$ cat src/rtl/rrp_pkg.sv
package rrp_pkg;
    typedef enum logic [1:0] {
        ST_IDLE    = 2'd0,
        ST_SHIFT   = 2'd1,
        ST_DRAINED = 2'd2
    } rd_state_e;
endpackage

$ cat src/rtl/rrp_sync_edge.sv
// Brings one asynchronous level into the clk domain and flags its falling edge.
module rrp_sync_edge #(
    parameter int   STAGES  = 2,
    parameter logic RST_VAL = 1'b1
) (
    input  logic clk,
    input  logic rst_n,
    input  logic async_i,
    output logic level_o,
    output logic fell_o
);
    logic [STAGES-1:0] chain_q;
    logic              prev_q;

    always_ff @(posedge clk or negedge rst_n) begin
        if (!rst_n) begin
            chain_q <= {STAGES{RST_VAL}};
            prev_q  <= RST_VAL;
        end else begin
            chain_q <= {chain_q[STAGES-2:0], async_i};
            prev_q  <= chain_q[STAGES-1];
        end
    end

    assign level_o = chain_q[STAGES-1];
    assign fell_o  = prev_q & ~chain_q[STAGES-1];

    initial begin
        assert (STAGES >= 2) else $error("synchronizer needs at least two stages");
    end
endmodule

$ cat src/rtl/rrp_result_hold.sv
// Keeps the latest result presented by the producer, packed in frame order.
module rrp_result_hold #(
    parameter int MAG_W = 16,
    localparam int FRAME_W = MAG_W + 2
) (
    input  logic               clk,
    input  logic               rst_n,
    input  logic               upd_i,
    input  logic               ovr_i,
    input  logic               pos_i,
    input  logic [MAG_W-1:0]   mag_i,
    output logic [FRAME_W-1:0] frame_o
);
    always_ff @(posedge clk or negedge rst_n) begin
        if (!rst_n)     frame_o <= '0;
        else if (upd_i) frame_o <= {ovr_i, pos_i, mag_i};
    end

    p_hold_keep_r2: assert property (@(posedge clk) disable iff (!rst_n)
        !upd_i |=> $stable(frame_o));
    p_hold_take_r2: assert property (@(posedge clk) disable iff (!rst_n)
        upd_i |=> frame_o[FRAME_W-1] == $past(ovr_i) && frame_o[MAG_W-1:0] == $past(mag_i));
endmodule

$ cat src/rtl/rrp_frame_shifter.sv
// Output shift register with a count of how many shifts have been made.
module rrp_frame_shifter #(
    parameter int FRAME_W = 18,
    localparam int CNT_W = $clog2(FRAME_W + 1)
) (
    input  logic               clk,
    input  logic               rst_n,
    input  logic               clear_i,
    input  logic               load_i,
    input  logic               shift_i,
    input  logic [FRAME_W-1:0] din_i,
    output logic               bit_o,
    output logic               done_o
);
    logic [FRAME_W-1:0] sreg_q;
    logic [CNT_W-1:0]   cnt_q;

    always_ff @(posedge clk or negedge rst_n) begin
        if (!rst_n) begin
            sreg_q <= '0;
            cnt_q  <= '0;
        end else if (clear_i) begin
            sreg_q <= '0;
            cnt_q  <= '0;
        end else if (load_i) begin
            sreg_q <= din_i;
            cnt_q  <= '0;
        end else if (shift_i) begin
            sreg_q <= {sreg_q[FRAME_W-2:0], 1'b0};
            if (cnt_q != CNT_W'(FRAME_W)) cnt_q <= cnt_q + 1'b1;
        end
    end

    assign bit_o  = sreg_q[FRAME_W-1];
    assign done_o = (cnt_q == CNT_W'(FRAME_W));

    p_load_first_r4: assert property (@(posedge clk) disable iff (!rst_n)
        (load_i && !clear_i) |=> bit_o == $past(din_i[FRAME_W-1]));
    p_count_bound_r9: assert property (@(posedge clk) disable iff (!rst_n)
        cnt_q <= CNT_W'(FRAME_W));
    p_done_zero_r9: assert property (@(posedge clk) disable iff (!rst_n)
        done_o |-> !bit_o);
endmodule

$ cat src/rtl/rrp_read_fsm.sv
// Read sequencer: IDLE --OPEN--> SHIFT --EXHAUST--> DRAINED, ABORT back to IDLE.
module rrp_read_fsm
    import rrp_pkg::*;
(
    input  logic      clk,
    input  logic      rst_n,
    input  logic      sel_high_i,
    input  logic      sel_fall_i,
    input  logic      sclk_fall_i,
    input  logic      frame_done_i,
    output logic      load_o,
    output logic      shift_o,
    output logic      clear_o,
    output logic      oe_o,
    output rd_state_e state_o
);
    rd_state_e state_q, state_d;

    always_ff @(posedge clk or negedge rst_n) begin
        if (!rst_n) state_q <= ST_IDLE;
        else        state_q <= state_d;
    end

    always_comb begin
        state_d = state_q;
        unique case (state_q)
            ST_IDLE:    if (sel_fall_i)        state_d = ST_SHIFT;    // OPEN
            ST_SHIFT:   if (sel_high_i)        state_d = ST_IDLE;     // ABORT
                        else if (frame_done_i) state_d = ST_DRAINED;  // EXHAUST
            ST_DRAINED: if (sel_high_i)        state_d = ST_IDLE;     // ABORT
            default:                           state_d = ST_IDLE;
        endcase
    end

    always_comb begin
        load_o  = 1'b0;
        shift_o = 1'b0;
        clear_o = 1'b0;
        oe_o    = 1'b0;
        unique case (state_q)
            ST_IDLE: begin
                load_o  = sel_fall_i;
                clear_o = !sel_fall_i;
            end
            ST_SHIFT, ST_DRAINED: begin
                oe_o    = 1'b1;
                clear_o = sel_high_i;
                shift_o = !sel_high_i && sclk_fall_i;    // ADVANCE
            end
            default: clear_o = 1'b1;
        endcase
    end

    assign state_o = state_q;

    p_close_r6: assert property (@(posedge clk) disable iff (!rst_n)
        sel_high_i |=> state_q == ST_IDLE);
    p_open_r4: assert property (@(posedge clk) disable iff (!rst_n)
        (state_q == ST_IDLE && sel_fall_i) |=> state_q == ST_SHIFT);
    p_idle_no_shift_r10: assert property (@(posedge clk) disable iff (!rst_n)
        state_q == ST_IDLE |-> !shift_o);
endmodule

$ cat src/rtl/result_readout_port.sv
module result_readout_port
    import rrp_pkg::*;
#(
    parameter int MAG_W       = 16,
    parameter int SYNC_STAGES = 2
) (
    input  logic             clk,
    input  logic             rst_n,
    input  logic             res_valid,
    input  logic             res_ovr,
    input  logic             res_pos,
    input  logic [MAG_W-1:0] res_mag,
    input  logic             rd_sel_n,
    input  logic             sclk,
    output logic             sdo,
    output logic             sdo_oe
);
    localparam int FRAME_W = MAG_W + 2;

    logic               sel_lvl, sel_fall, sck_lvl, sck_fall;
    logic [FRAME_W-1:0] held_frame;
    logic               load, shift, clear, done;
    rd_state_e          state;

    rrp_sync_edge #(.STAGES(SYNC_STAGES), .RST_VAL(1'b1)) u_sel_sync (
        .clk(clk), .rst_n(rst_n), .async_i(rd_sel_n),
        .level_o(sel_lvl), .fell_o(sel_fall));

    rrp_sync_edge #(.STAGES(SYNC_STAGES), .RST_VAL(1'b0)) u_sck_sync (
        .clk(clk), .rst_n(rst_n), .async_i(sclk),
        .level_o(sck_lvl), .fell_o(sck_fall));

    rrp_result_hold #(.MAG_W(MAG_W)) u_hold (
        .clk(clk), .rst_n(rst_n), .upd_i(res_valid),
        .ovr_i(res_ovr), .pos_i(res_pos), .mag_i(res_mag),
        .frame_o(held_frame));

    rrp_read_fsm u_fsm (
        .clk(clk), .rst_n(rst_n),
        .sel_high_i(sel_lvl), .sel_fall_i(sel_fall),
        .sclk_fall_i(sck_fall), .frame_done_i(done),
        .load_o(load), .shift_o(shift), .clear_o(clear),
        .oe_o(sdo_oe), .state_o(state));

    rrp_frame_shifter #(.FRAME_W(FRAME_W)) u_shift (
        .clk(clk), .rst_n(rst_n),
        .clear_i(clear), .load_i(load), .shift_i(shift),
        .din_i(held_frame), .bit_o(sdo), .done_o(done));

    p_quiet_r6: assert property (@(posedge clk) disable iff (!rst_n)
        !sdo_oe |-> !sdo);
    p_sdo_hold_r5: assert property (@(posedge clk) disable iff (!rst_n)
        !(load || shift || clear) |=> $stable(sdo));
    p_shift_low_r5: assert property (@(posedge clk) disable iff (!rst_n)
        shift |-> !sck_lvl);
    p_drained_zero_r9: assert property (@(posedge clk) disable iff (!rst_n)
        state == ST_DRAINED |-> (!sdo && sdo_oe));
endmodule

$ cat config.mk
export PLATFORM = sky130hd
export DESIGN_NAME = result_readout_port
export DESIGN_NICKNAME = d
export VERILOG_FILES = /design/src/rtl/rrp_pkg.sv /design/src/rtl/rrp_sync_edge.sv /design/src/rtl/rrp_result_hold.sv /design/src/rtl/rrp_frame_shifter.sv /design/src/rtl/rrp_read_fsm.sv /design/src/rtl/result_readout_port.sv
export SDC_FILE = /design/constraint.sdc
export NUM_CORES = 1
export LEC_CHECK = 0
export BUFFER_PORTS_ARGS = -buffer_cell sky130_fd_sc_hd__buf_2
export CAP_MARGIN = 0
export CORE_ASPECT_RATIO = 0.7
export CORE_MARGIN = 2
export CORE_UTILIZATION = 46
export DETAILED_ROUTE_END_ITERATION = 10
export PLACE_DENSITY = 0.64
export SETUP_SLACK_MARGIN = 0.5
export SYNTH_ARGS = -nofsm -noshare
export SYNTH_HDL_FRONTEND = slang
export SYNTH_SLANG_ARGS = --single-unit
$ cat constraint.sdc
create_clock -name clk -period 4.3 [get_ports clk]
set_input_delay 1.075 -clock clk [delete_from_list [all_inputs] [get_ports clk]]
set_output_delay 1.075 -clock clk [all_outputs]
set_load 0.02 [all_outputs]
==> results.toml <==
[global_routing]
antenna_found_initial = 0
grt_overflow_total = 0
grt_usage_pct = 17.5
grt_pass1_vias = 1577
grt_max_degree = 50
grt_pass1_wl_um = 7610

[synth]
async_reset_ff_share_pct = 100
ys_types = 36
synth-seq-area-share_pct = 52.2
syn-num-nets = 209
synth.yosys.warnings = 0
syn_area_per_cell_um2 = 13.2
yosysMostFrequentCell = "dfrtp_1"
yosys-top-cells-count = "46 x dfrtp_1, 33 x mux2_2, 17 x or2_2"
synth_ff_type = "dfrtp_1"
synth.area.top_cells = "dfrtp_1 49%, mux2_2 16%, a32o_1 6.8%"
syn_area_um2 = 2350
synth_top_cell_area_share_pct = 48.9
synth-seq-cells = 49
synth_edf_count = 0
yosysTopAreaCell = "dfrtp_1"
postSynthCellCount = 179

[layout]
stdcell_area_um2 = 2600
final_core_util_pct = 53.4
drive_above_1_share_pct = 43.1
nFillCells = 429
antenna_cells = 0
fin_nets = 231
layout.cells.non_filler = 271
area_growth_pct = 10.3
ff_latch_area_um2 = 1230
multi_input_area_um2 = 1050

[worst_setup_path]
end_kind = "flip-flop"
crit_path_start = "u_fsm.state_o[0]"
worstPathMaxFanout = 22
reg2reg_depth = 5
cp-endpoint = "u_shift.sreg_q[8]"
required_ns = 4.49
path_class = "reg -> reg"
timing.rr.end = "u_shift.sreg_q[8]"
critPathLaunchType = "flip-flop"
r2r_slack_ns = 1.76
r2r-start = "u_fsm.state_o[0]"
cp.arrival_ns = 2.73

[cts]
postCtsSetupBuffers = 0
clk_pin_slew_ns = 0.08
htree_levels = 2
clockRootBuffer = "clkbuf_8"
clkLatencyLatePin_ns = 0.30
clockBufferDepth = 2
post_cts_resized = 0
cts_tree = "built"
cts_sinks = 49
cts_inserted_buffers = 5
holdBufCountCts = 0

[timing]
worst_clock_skew_ns = 0.00633
finalSetupTns_ns = 0
tightest_slew_ns = 1.12
maxSlewViolCount = 0
period_share_pct = 59.2
slew_headroom_pct = 25.5
layout_min_cycle_time_ns = 2.54
timing.fmax_ghz = 0.393
hold_violations = 0
rsz0062_at_grt = "false"
finalSetupViolCount = 0
finalWorstSetupSlack_ns = 1.76

[drt]
ant_nets = 0
post_drt_wl_per_cell_um = 15.9
drc = 0
drt_iter0_drc = 82
via_count = 1482
routed_wl_um = 4300
drtPass1Iterations = 4
detail_route.vias_per_cell = 5.47

[floorplanning]
die_h_um = 63.9
num_io_pins = 25
die_area_um2 = 5720
die_width_um = 89.5
fp.coreArea_um2 = 4860
initial_core_util_pct = 48.4
std_cell_rows = 21

[placement]
gp_congestion = 0.687
dp_slack_ns = 1.75
dp_hpwl_um = 2840
placed_area_um2 = 2520
dpl.cell_count = 263
io_buffers = 24

[job]
drv_cap = 0

[power]
power_density_nw_per_um2 = 467
power.leakage_uw = 0.00118
ir_worst_vdd_mv = 0.229

[min_path]
hp-class = "reg -> reg"

[status]
status = "complete, no violations"
per-stage QoR:
| step | hold slack [ns] | power, uW |
|---|---|---|
| after floorplan | 0.331 | 881 |
| after global placement | 0.337 | 944 |
| after detailed placement | 0.335 | 964 |
| after CTS | 0.354 | 1230 |
| after global routing | 0.368 | 1300 |
| final | 0.353 | 1210 |
flip-flops by register name, summed over array words and instances, names as in the netlist:
signal / cells
u_sck_sync.prev_q: 1
u_hold.frame_o: 18
u_fsm.state_o: 2
u_sel_sync.prev_q: 1
u_sck_sync.chain_q: 2
u_shift.cnt_q: 5
u_shift.sreg_q: 18
u_sel_sync.chain_q: 2
worst min-delay path by stage:
stage	startpoint	end	depth (start not counted)
6_report	u_sck_sync.chain_q[0]	u_sck_sync.chain_q[1]	0
3_3_place_gp	u_sck_sync.chain_q[0]	u_sck_sync.chain_q[1]	0
2_1_floorplan	u_sck_sync.chain_q[0]	u_sck_sync.chain_q[1]	0
4_1_cts	u_sck_sync.chain_q[0]	u_sck_sync.chain_q[1]	0
3_5_place_dp	u_sck_sync.chain_q[0]	u_sck_sync.chain_q[1]	0
5_1_grt	u_sel_sync.chain_q[0]	u_sel_sync.chain_q[1]	0
routing by layer:
| metal | global-route usage, % | vias up | wire length [um] |
|---|---|---|---|
| li1 | - | 706 | - |
| met1 | 24.7 | 749 | 2130 |
| met2 | 26.4 | 24 | 1980 |
| met3 | 4.39 | 3 | 150 |
| met4 | 5.60 | 0 | 36 |
| met5 | 0 | - | 0 |
cell families after synthesis:
kind of cell | count (synthesis) | share of synthesized area, %
AOI/OAI and AO/OA | 38 | 13.9
adders and majority gates | 7 | 3.72
DFF | 49 | 52.2
buffers and inverters | 16 | 3.03
and+or+nand+nor | 35 | 10.9
muxes | 34 | 16.2
placed cells by master, fill, tap and decap left out, types with 5 or more instances in the layout:
master	Yosys	final
buf_2	3	24
mux2_2	33	33
or2_2	17	17
a21oi_1	6	6
ha_1	7	7
inv_1	7	7
clkbuf_8	0	5
o21ai_0	5	5
a32o_1	16	16
dfrtp_1	46	46
report_power, final:
part           total [uW]  switching, uW  internal [uW]
combinational         394            206            188
clock                 261            147            114
sequential            556           35.8            521
total                1210            389            823
critical path, stage by stage (launching register included):
cell and delay, ns:
dfrtp_1 0.40, inv_1 0.10, ha_1 0.40, nor4bb_4 0.93, a2111oi_4 0.29, a32o_1 0.31
cell type report:
class	instances	area share, %
clock buffers	7	2.94
repair buffers	24	4.62
flip-flops and latches	49	47.4
well taps	69	3.32
clock inverters	1	0.193
multi-input cells	114	40.6
inverters	7	1.01
(Power assumes the default switching activity.)
